[src/rtl/spi_rate_pkg.sv]
package spi_rate_pkg;
  // Control-to-datapath strobes
  typedef struct packed {
    logic run;       // enable and frame request both high
    logic start;     // first cycle of run
    logic halfTick;  // a half period has elapsed: toggle the serial clock
  } rate_strobe_t;
endpackage

[src/rtl/rate_ctrl.sv]
module rate_ctrl
  import spi_rate_pkg::*;
#(
  parameter int PRE_W  = 8,
  parameter int RATE_W = 8
) (
  input  logic              clk,
  input  logic              rstN,
  input  logic              enable,
  input  logic              frameActive,
  input  logic [PRE_W-1:0]  prescale,
  input  logic [RATE_W-1:0] rateSel,
  output rate_strobe_t      strobes
);
  localparam int HALF_W = PRE_W - 1;

  logic [HALF_W-1:0] halfLim;
  logic [HALF_W-1:0] preCnt;
  logic [RATE_W-1:0] rateCnt;
  logic              run, runQ, step, preTerm, rateTerm;

  // An even prescale P divides by P/2 per half period; bit 0 is dropped, 0 acts as 2.
  always_comb begin
    halfLim = prescale[PRE_W-1:1];
    if (halfLim == '0) halfLim = HALF_W'(1);
  end

  assign run      = enable & frameActive;
  assign step     = run & runQ;
  assign preTerm  = (preCnt == HALF_W'(halfLim - 1'b1));
  assign rateTerm = (rateCnt == rateSel);

  always_ff @(posedge clk) begin
    if (!rstN) begin
      runQ    <= 1'b0;
      preCnt  <= '0;
      rateCnt <= '0;
    end else begin
      runQ <= run;
      if (!step) begin
        preCnt  <= '0;
        rateCnt <= '0;
      end else if (preTerm) begin
        preCnt  <= '0;
        rateCnt <= rateTerm ? '0 : rateCnt + 1'b1;
      end else begin
        preCnt <= preCnt + 1'b1;
      end
    end
  end

  assign strobes.run      = run;
  assign strobes.start    = run & ~runQ;
  assign strobes.halfTick = step & preTerm & rateTerm;

  // first-stage count stays below the effective half prescale
  assert_pre_range_R2: assert property (@(posedge clk) disable iff (!rstN)
    preCnt < halfLim);
  // second-stage count never passes the rate field
  assert_rate_range_R3: assert property (@(posedge clk) disable iff (!rstN)
    rateCnt <= rateSel);
  // dropping enable leaves no divider progress behind
  assert_clear_on_disable_R9: assert property (@(posedge clk) disable iff (!rstN)
    !enable |=> (preCnt == '0) && (rateCnt == '0));
endmodule

[src/rtl/rate_dp.sv]
module rate_dp
  import spi_rate_pkg::*;
(
  input  logic         clk,
  input  logic         rstN,
  input  logic         cpol,
  input  logic         cpha,
  input  rate_strobe_t strobes,
  output logic         sclkOut,
  output logic         launchOut,
  output logic         sampleOut
);
  logic sclkQ, trailQ, launchQ, sampleQ;
  logic leadEdge, sampleNow, launchNow;

  // trailQ = 0 means the next edge is the leading one of a pulse
  assign leadEdge  = ~trailQ;
  assign sampleNow = strobes.halfTick & (leadEdge ^ cpha);
  assign launchNow = (strobes.halfTick & ~(leadEdge ^ cpha)) | (strobes.start & ~cpha);

  always_ff @(posedge clk) begin
    if (!rstN) begin
      sclkQ   <= 1'b0;
      trailQ  <= 1'b0;
      launchQ <= 1'b0;
      sampleQ <= 1'b0;
    end else if (!strobes.run) begin
      sclkQ   <= cpol;
      trailQ  <= 1'b0;
      launchQ <= 1'b0;
      sampleQ <= 1'b0;
    end else begin
      launchQ <= launchNow;
      sampleQ <= sampleNow;
      if (strobes.halfTick) begin
        sclkQ  <= ~sclkQ;
        trailQ <= ~trailQ;
      end
    end
  end

  assign sclkOut   = sclkQ;
  assign launchOut = launchQ;
  assign sampleOut = sampleQ;

  // idle level follows polarity
  assert_idle_level_R4: assert property (@(posedge clk) disable iff (!rstN)
    !strobes.run |=> sclkOut == $past(cpol));
  // no strobes while idle
  assert_idle_quiet_R4: assert property (@(posedge clk) disable iff (!rstN)
    !strobes.run |=> !launchOut && !sampleOut);
  // strobes never together
  assert_strobe_excl_R8: assert property (@(posedge clk) disable iff (!rstN)
    $onehot0({launchOut, sampleOut}));
  // a sample pulse sits on a clock transition
  assert_sample_on_edge_R8: assert property (@(posedge clk) disable iff (!rstN)
    sampleOut |-> sclkOut != $past(sclkOut));
  // pulses are one cycle wide
  assert_launch_width_R8: assert property (@(posedge clk) disable iff (!rstN)
    launchOut |=> !launchOut);
  assert_sample_width_R8: assert property (@(posedge clk) disable iff (!rstN)
    sampleOut |=> !sampleOut);
endmodule

[src/rtl/spi_rate_gen.sv]
module spi_rate_gen
  import spi_rate_pkg::*;
#(
  parameter int PRE_W  = 8,
  parameter int RATE_W = 8
) (
  input  logic              clk,
  input  logic              rstN,
  input  logic              enable,
  input  logic              frameActive,
  input  logic [PRE_W-1:0]  prescale,
  input  logic [RATE_W-1:0] rateSel,
  input  logic              cpol,
  input  logic              cpha,
  output logic              sclkOut,
  output logic              launchOut,
  output logic              sampleOut
);
  rate_strobe_t strobes;

  rate_ctrl #(.PRE_W(PRE_W), .RATE_W(RATE_W)) u_ctrl (
    .clk(clk), .rstN(rstN), .enable(enable), .frameActive(frameActive),
    .prescale(prescale), .rateSel(rateSel), .strobes(strobes)
  );

  rate_dp u_dp (
    .clk(clk), .rstN(rstN), .cpol(cpol), .cpha(cpha), .strobes(strobes),
    .sclkOut(sclkOut), .launchOut(launchOut), .sampleOut(sampleOut)
  );
endmodule

[config.mk]
export PLATFORM = sky130hd
export DESIGN_NAME = spi_rate_gen
export DESIGN_NICKNAME = d
export VERILOG_FILES = /design/src/rtl/spi_rate_pkg.sv /design/src/rtl/rate_ctrl.sv /design/src/rtl/rate_dp.sv /design/src/rtl/spi_rate_gen.sv
export SDC_FILE = /design/constraint.sdc
export NUM_CORES = 1
export LEC_CHECK = 0
export ABC_AREA = 1
export BUFFER_PORTS_ARGS = -buffer_cell sky130_fd_sc_hd__buf_2
export CAP_MARGIN = 20
export CORE_MARGIN = 10
export CORE_UTILIZATION = 35
export CTS_CLUSTER_DIAMETER = 50
export CTS_CLUSTER_SIZE = 40
export DETAILED_ROUTE_END_ITERATION = 7
export MAX_ROUTING_LAYER = met4
export PLACE_DENSITY = 0.52
export SETUP_SLACK_MARGIN = 0.05
export SLEW_MARGIN = 15
export SYNTH_ARGS = -nofsm -noshare
export SYNTH_HDL_FRONTEND = slang
export SYNTH_SLANG_ARGS = --single-unit
[constraint.sdc]
create_clock -name clk -period 2.54 [get_ports clk]
set_input_delay 0.254 -clock clk [delete_from_list [all_inputs] [get_ports clk]]
set_output_delay 0.254 -clock clk [all_outputs]
set_load 0.1 [all_outputs]
---- Yosys cells after proc, flatten, opt, wreduce, memory -nomap -nowiden ----
Index checks and enable logic that the tools add are counted.
cells by class
  bitwise logic cells ..................... 17
  multiplexer cells ....................... 4
  $add $sub $neg .......................... 3
  eq/ne operators ......................... 3
  reduce and logical (&&, ||, !) cells .... 4
operator list
  operator               count
  $add A8 B1 Y8 const B  1
  $and A1 B1 Y1          8
  $eq A8 B8 Y1           1
  $mux W8                1
  $add A7 B1 Y7 const B  1
  $eq A7 B7 Y1           1
  $logic_not A7 Y1       1
  $mux W7                1
  $not A1 Y1             7
  $sub A7 B1 Y7 const B  1
  $reduce_and A2 Y1      2
  $reduce_or A3 Y1       1
  $mux W1                2
  $ne A2 B1 Y1 const B   1
  $or A1 B1 Y1           1
  $xor A1 B1 Y1          1
word-level totals
  output and inout bits ................... 3
  register bits ........................... 20
  input bits .............................. 22
  word-level logic and storage cells ...... 38

---- Logic depth before layout (Yosys ltp) ----
  depth in word-level cells ............... 8
  depth in mapped cells ................... 19
  depth with buffers taken out ............ 18

---- Hierarchy ----
A second synthesis with hierarchy kept.
second synthesis, totals
  cells, all modules ...................... 210
  area total of the unflattened synthesis .. 1367.6 sq um
modules (own cells, without submodules)
  module     seq. area each (sq um)  area each (sq um)  cells each  instances
  rate_ctrl  320.3                   1191.1             184         1
  rate_dp    80.1                    176.4              26          1

---- Least setup slack after synthesis ----
OpenSTA, ideal clock, no wires.
  kind .................................... in2reg
  start ................................... input port prescale[2]
  end ..................................... register u_dp.sclkQ (netlist: u_dp.sclkOut)
  required time ........................... 2.431 ns
  path slack .............................. 0.548 ns
  buffers on the path ..................... 1
  setup time .............................. 0.109 ns
  cell stages on the path ................. 16
  data arrival time ....................... 1.884 ns
  cell sequence ........................... nor2_1 > nand3_4 > nand2_4 > inv_2 > ha_1 > xor2_1 > nand3_1 > nor2_1 > nand3_2 > nor2_4 > buf_8 > nand3_4 > nand2_1 > nand3_1 > nand2_1 > inv_1
on the way
  longest elaborated chain between the ends .. 7
ends and longest elaborated chain
  element                          RTL line            text
  start, declared                  spi_rate_gen.sv:11  input logic [PRE_W-1:0] prescale,
  $logic_not A7 Y1                 rate_ctrl.sv:25     if (halfLim == '0) halfLim = HALF_W'(1);
  $mux W7 *                        rate_ctrl.sv:25
  $sub A7 B1 Y7 *                  rate_ctrl.sv:30     assign preTerm = (preCnt == HALF_W'(halfLim - 1'b1));
  $eq A7 B7 Y1 *                   rate_ctrl.sv:30
  $and A1 B1 Y1 * (2 in series)    rate_ctrl.sv:54     assign strobes.halfTick = step & preTerm & rateTerm;
  $ne A2 B1 Y1 (no source line) *  n/a
  end signal, assigned             rate_dp.sv:28       sclkQ <= cpol;
  end signal, assigned             rate_dp.sv:36       sclkQ <= ~sclkQ;
  end, declared                    rate_dp.sv:13       logic sclkQ, trailQ, launchQ, sampleQ;
Mark *: on every way between the ends. The rest lies on a longest branch, timed or not.
A chain may end at the register's enable or synchronous reset.

---- Worst setup path after layout ----
Same ends and word-level chain as after synthesis.

==> flow_summary.html <==
<table>
<tr><th>Metric</th><th>Value</th></tr>
<tr><th colspan="2">Run status</th></tr>
<tr><td>Result of the run</td><td>finished clean</td></tr>
<tr><th colspan="2">Place</th></tr>
<tr><td>Minimum setup slack after placement</td><td>182 ps</td></tr>
<tr><td>Quantity of I/O buffers inserted on ports</td><td>23</td></tr>
<tr><td>Placer Congestion</td><td>0.792</td></tr>
<tr><td>Total half-perimeter wirelength after legalization and detailed placement</td><td>2290 um</td></tr>
<tr><td>Area post-placement</td><td>1540 sq um</td></tr>
<tr><th colspan="2">Clock network</th></tr>
<tr><td>Later-pin clock latency in the skew report</td><td>260 ps</td></tr>
<tr><td>Post-CTS Hold Fix Bufs</td><td>0</td></tr>
<tr><td>TritonCTS clock tree</td><td>yes</td></tr>
<tr><td>Clk Tree Root Cell</td><td>sky130_fd_sc_hd__clkbuf_8</td></tr>
<tr><td>Num Clock Sinks</td><td>20</td></tr>
<tr><td>Clk slew on worst S/H paths</td><td>70 ps</td></tr>
<tr><td>Number of cells upsized or downsized after cts</td><td>0</td></tr>
<tr><td>Post CTS Setup Buffer Count</td><td>0</td></tr>
<tr><td>Max Buffers Root-to-Sink</td><td>2</td></tr>
<tr><td>Number of buffers added by the clock tree synthesis step</td><td>3</td></tr>
<tr><td>H-Tree Depth</td><td>1</td></tr>
<tr><th colspan="2">Layout</th></tr>
<tr><td>Synthesis-to-layout area growth</td><td>16.5%</td></tr>
<tr><td>Design area</td><td>1580 sq um</td></tr>
<tr><td>Antenna cells</td><td>0</td></tr>
<tr><td>Post-layout nets</td><td>252</td></tr>
<tr><td>Fill count</td><td>417</td></tr>
<tr><td>Ratio of cells with drive above 1 in the final layout</td><td>0.209</td></tr>
<tr><th colspan="2">Die</th></tr>
<tr><td>Die width</td><td>82.3 um</td></tr>
<tr><td>Starting Density</td><td>0.365</td></tr>
<tr><td>Core Area</td><td>3720 sq um</td></tr>
<tr><td>Rows</td><td>22</td></tr>
<tr><td>Total die area</td><td>6770 sq um</td></tr>
<tr><td>I/O pin count</td><td>25</td></tr>
<tr><td>Die span in y</td><td>82.3 um</td></tr>
<tr><th colspan="2">Setup path</th></tr>
<tr><td>Crit-path cells</td><td>buf_2, nor2_1, nand3_4, nand2_4, inv_2, ha_1, xor2_1, nand3_1, nor2_1, nand3_2, nor2_4, buf_4, nand3_4, nand2_1, nand3_1, nand2_1, inv_1</td></tr>
<tr><td>CP max stage cell</td><td>sky130_fd_sc_hd__ha_1</td></tr>
<tr><td>Start of the worst register-to-register path</td><td>u_ctrl.preCnt[2]</td></tr>
<tr><td>Register-to-register setup slack</td><td>820 ps</td></tr>
<tr><td>Start-to-end type of the worst setup path</td><td>input pin to flip-flop</td></tr>
<tr><td>CP peak stage delay</td><td>290 ps</td></tr>
<tr><td>Endpoint of the lowest-slack register-to-register path</td><td>u_dp.sclkOut</td></tr>
<tr><td>CP Max Fanout</td><td>7</td></tr>
<tr><td>Worst Setup Start Kind</td><td>input pin</td></tr>
<tr><td>Req. time, crit path</td><td>2700 ps</td></tr>
<tr><td>Worst setup endpoint</td><td>u_dp.sclkOut</td></tr>
<tr><td>Worst reg-to-reg path cell count</td><td>14</td></tr>
<tr><td>First element of the critical path</td><td>prescale[2]</td></tr>
<tr><td>CP arrival</td><td>2210 ps</td></tr>
<tr><td>Critical path endpoint category</td><td>flip-flop</td></tr>
<tr><th colspan="2">Synth</th></tr>
<tr><td>Post-synthesis net count</td><td>222</td></tr>
<tr><td>Cell area after technology mapping</td><td>1360 sq um</td></tr>
<tr><td>Biggest area contributors in the synthesized netlist</td><td>sky130_fd_sc_hd__dfxtp_1, sky130_fd_sc_hd__nand2_1, sky130_fd_sc_hd__inv_1</td></tr>
<tr><td>Synthesized flop and latch total</td><td>20</td></tr>
<tr><td>Gate Count Post-Synth</td><td>197</td></tr>
<tr><td>Top-count cell post-synth</td><td>sky130_fd_sc_hd__nand2_1</td></tr>
<tr><td>Post-synth EDFFs</td><td>0</td></tr>
<tr><td>Area share of the largest cell type after synthesis</td><td>0.295</td></tr>
<tr><td>Syn_area_per_cell</td><td>6.88 sq um</td></tr>
<tr><td>Post-synth top flop</td><td>sky130_fd_sc_hd__dfxtp_1</td></tr>
<tr><td>Number of synthesis warnings</td><td>0</td></tr>
<tr><td>Top post-synthesis cells by count</td><td>sky130_fd_sc_hd__nand2_1, sky130_fd_sc_hd__inv_1, sky130_fd_sc_hd__dfxtp_1, sky130_fd_sc_hd__nor2_1, sky130_fd_sc_hd__nand3_1</td></tr>
<tr><td>Cell type with the largest total area after synthesis</td><td>sky130_fd_sc_hd__dfxtp_1</td></tr>
<tr><td>Number of distinct library cells after synthesis</td><td>26</td></tr>
<tr><td>Async set or reset register ratio after synthesis</td><td>0</td></tr>
<tr><td>Register area share after synthesis</td><td>0.295</td></tr>
<tr><th colspan="2">Global route</th></tr>
<tr><td>Overflow after GRT</td><td>0</td></tr>
<tr><td>Aggregate global-route resource usage</td><td>0.0869</td></tr>
<tr><td>Largest net degree at the start of global routing</td><td>11</td></tr>
<tr><td>Via count of the first global-routing pass</td><td>1116</td></tr>
<tr><td>Antenna violations before repair</td><td>0</td></tr>
<tr><td>First-pass GRT wire length</td><td>4620 um</td></tr>
<tr><th colspan="2">Pwr</th></tr>
<tr><td>PwrDens</td><td>387 nW/um^2</td></tr>
<tr><td>LEAKAGE</td><td>0.719 nW</td></tr>
<tr><td>Worst ir drop on vdd</td><td>272 uV</td></tr>
<tr><th colspan="2">STA</th></tr>
<tr><td>Share of the clock period used by the worst path</td><td>0.808</td></tr>
<tr><td>RSZ-0062 raised after global routing</td><td>no</td></tr>
<tr><td>Final count of pins violating max slew</td><td>0</td></tr>
<tr><td>Clock Skew</td><td>10.4 ps</td></tr>
<tr><td>Final setup slack of the worst path</td><td>487 ps</td></tr>
<tr><td>Worst Tran Pin Value</td><td>492 ps</td></tr>
<tr><td>Headroom to the max-slew limit</td><td>0.674</td></tr>
<tr><td>Setup violations, final</td><td>0</td></tr>
<tr><td>WHS</td><td>235 ps</td></tr>
<tr><td>Setup total negative slack</td><td>0 ps</td></tr>
<tr><td>Maximum clock frequency</td><td>0.487 GHz</td></tr>
<tr><td>Clock period minus final worst setup slack</td><td>2050 ps</td></tr>
<tr><td>Count of final hold-check violations</td><td>0</td></tr>
<tr><th colspan="2">Route</th></tr>
<tr><td>Residual DRC count</td><td>0</td></tr>
<tr><td>Routed vias/inst</td><td>4.42</td></tr>
<tr><td>Average wire per cell in the routed design</td><td>10.1 um</td></tr>
<tr><td>Routed Wire Length</td><td>2760 um</td></tr>
<tr><td>ANT nets after route</td><td>0</td></tr>
<tr><td>Detailed router's first-iteration violation count</td><td>46</td></tr>
<tr><td>Routed vias</td><td>1207</td></tr>
<tr><td>Detailed-router iteration count before antenna repair</td><td>4</td></tr>
<tr><th colspan="2">Run</th></tr>
<tr><td>Maximum capacitance violations</td><td>0</td></tr>
<tr><th colspan="2">Worst hold path</th></tr>
<tr><td>Min-delay worst type</td><td>input pin to flip-flop</td></tr>
</table>
==> cell usage in the layout (no fill, tap or decap) <==
| master | n |
|---|---|
| sky130_fd_sc_hd__o21ai_0 | 1 |
| sky130_fd_sc_hd__nor3b_1 | 3 |
| sky130_fd_sc_hd__nor3_4 | 1 |
| sky130_fd_sc_hd__nand3_1 | 12 |
| sky130_fd_sc_hd__nor3_1 | 3 |
| sky130_fd_sc_hd__clkbuf_8 | 3 |
| sky130_fd_sc_hd__nand2_2 | 2 |
| sky130_fd_sc_hd__buf_4 | 3 |
| sky130_fd_sc_hd__nand4_1 | 11 |
| sky130_fd_sc_hd__inv_1 | 34 |
| sky130_fd_sc_hd__xnor2_1 | 8 |
| sky130_fd_sc_hd__or2_2 | 4 |
| sky130_fd_sc_hd__nand2_4 | 2 |
| sky130_fd_sc_hd__dfxtp_1 | 20 |
| sky130_fd_sc_hd__a21oi_1 | 8 |
| sky130_fd_sc_hd__nand3_4 | 2 |
| sky130_fd_sc_hd__inv_2 | 1 |
| sky130_fd_sc_hd__ha_1 | 3 |
| sky130_fd_sc_hd__nor2_1 | 17 |
| sky130_fd_sc_hd__nor2_4 | 2 |
| sky130_fd_sc_hd__o21ai_1 | 1 |
| sky130_fd_sc_hd__o21bai_1 | 1 |
| sky130_fd_sc_hd__or2_1 | 1 |
| sky130_fd_sc_hd__nand3_2 | 2 |
| sky130_fd_sc_hd__buf_2 | 23 |
| sky130_fd_sc_hd__xor2_1 | 7 |
| sky130_fd_sc_hd__nor2_2 | 2 |
| sky130_fd_sc_hd__nand2_1 | 48 |
==> worst max-delay path: cells and delay by family <==
| family | cells | cell delay, ps |
|---|---|---|
| fa+ha+maj | 1 | 290 |
| simple gates | 11 | 1170 |
| xor+xnor | 1 | 130 |
| buf+inv | 4 | 370 |
==> worst min-delay path by stage <==
stage | startpoint | to | slack, ps | cells after the start
2_1_floorplan | rstN | u_ctrl.runQ | 380 | 2
3_3_place_gp | u_dp.trailQ | u_dp.trailQ | 490 | 2
3_5_place_dp | u_dp.trailQ | u_dp.trailQ | 480 | 2
4_1_cts | rstN | u_ctrl.runQ | 230 | 3
5_1_grt | rstN | u_ctrl.runQ | 230 | 3
6_report | rstN | u_ctrl.runQ | 230 | 3
==> layer usage <==
metal / part of all wire / track usage / wire length, um
met3: 0.032 / 0.0184 / 87
met2: 0.43 / 0.129 / 1180
met5: 0 / - / 0
met4: 0.016 / 0.0357 / 44
met1: 0.52 / 0.111 / 1440
==> metrics by stage <==
step | power [mW] | instances | util
global route | 0.644 | 273 | 0.425
CTS | 0.624 | 273 | 0.425
global placement | 0.412 | 270 | 0.414
detailed placement | 0.412 | 270 | 0.414
floorplan | 0.383 | 197 | -
finish | 0.611 | 273 | 0.425
==> state kept, by name, indices dropped and copies added (netlist names) <==
signal / flops
u_dp.sampleOut: 1
u_dp.launchOut: 1
u_ctrl.preCnt: 7
u_ctrl.rateCnt: 8
u_ctrl.runQ: 1
u_dp.trailQ: 1
u_dp.sclkOut: 1
==> power by group <==
group | switching [mW] | internal [mW] | leakage (nW)
Combinational | 0.0519 | 0.0330 | 0.535
Sequential | 0.00257 | 0.316 | 0.162
Clock | 0.102 | 0.106 | 0.0216
==> cell families after synthesis <==
family / Yosys count / synth area share
compound gates: 11 / 0.0424
xor+xnor: 15 / 0.0969
fa+ha+maj: 3 / 0.0277
buf+inv: 36 / 0.108
flops: 20 / 0.295
simple gates: 112 / 0.430
==> cell type report <==
| class | count | area, sq um | area share |
|---|---|---|---|
| repair buffers | 26 | 138 | 0.0871 |
| well taps | 48 | 60.1 | 0.0380 |
| multi-input cells | 141 | 810 | 0.512 |
| clock buffers | 3 | 41.3 | 0.0261 |
| flip-flops and latches | 20 | 400 | 0.253 |
| inverters | 35 | 131 | 0.0831 |
No activity file was read; power rests on OpenSTA's default activity.
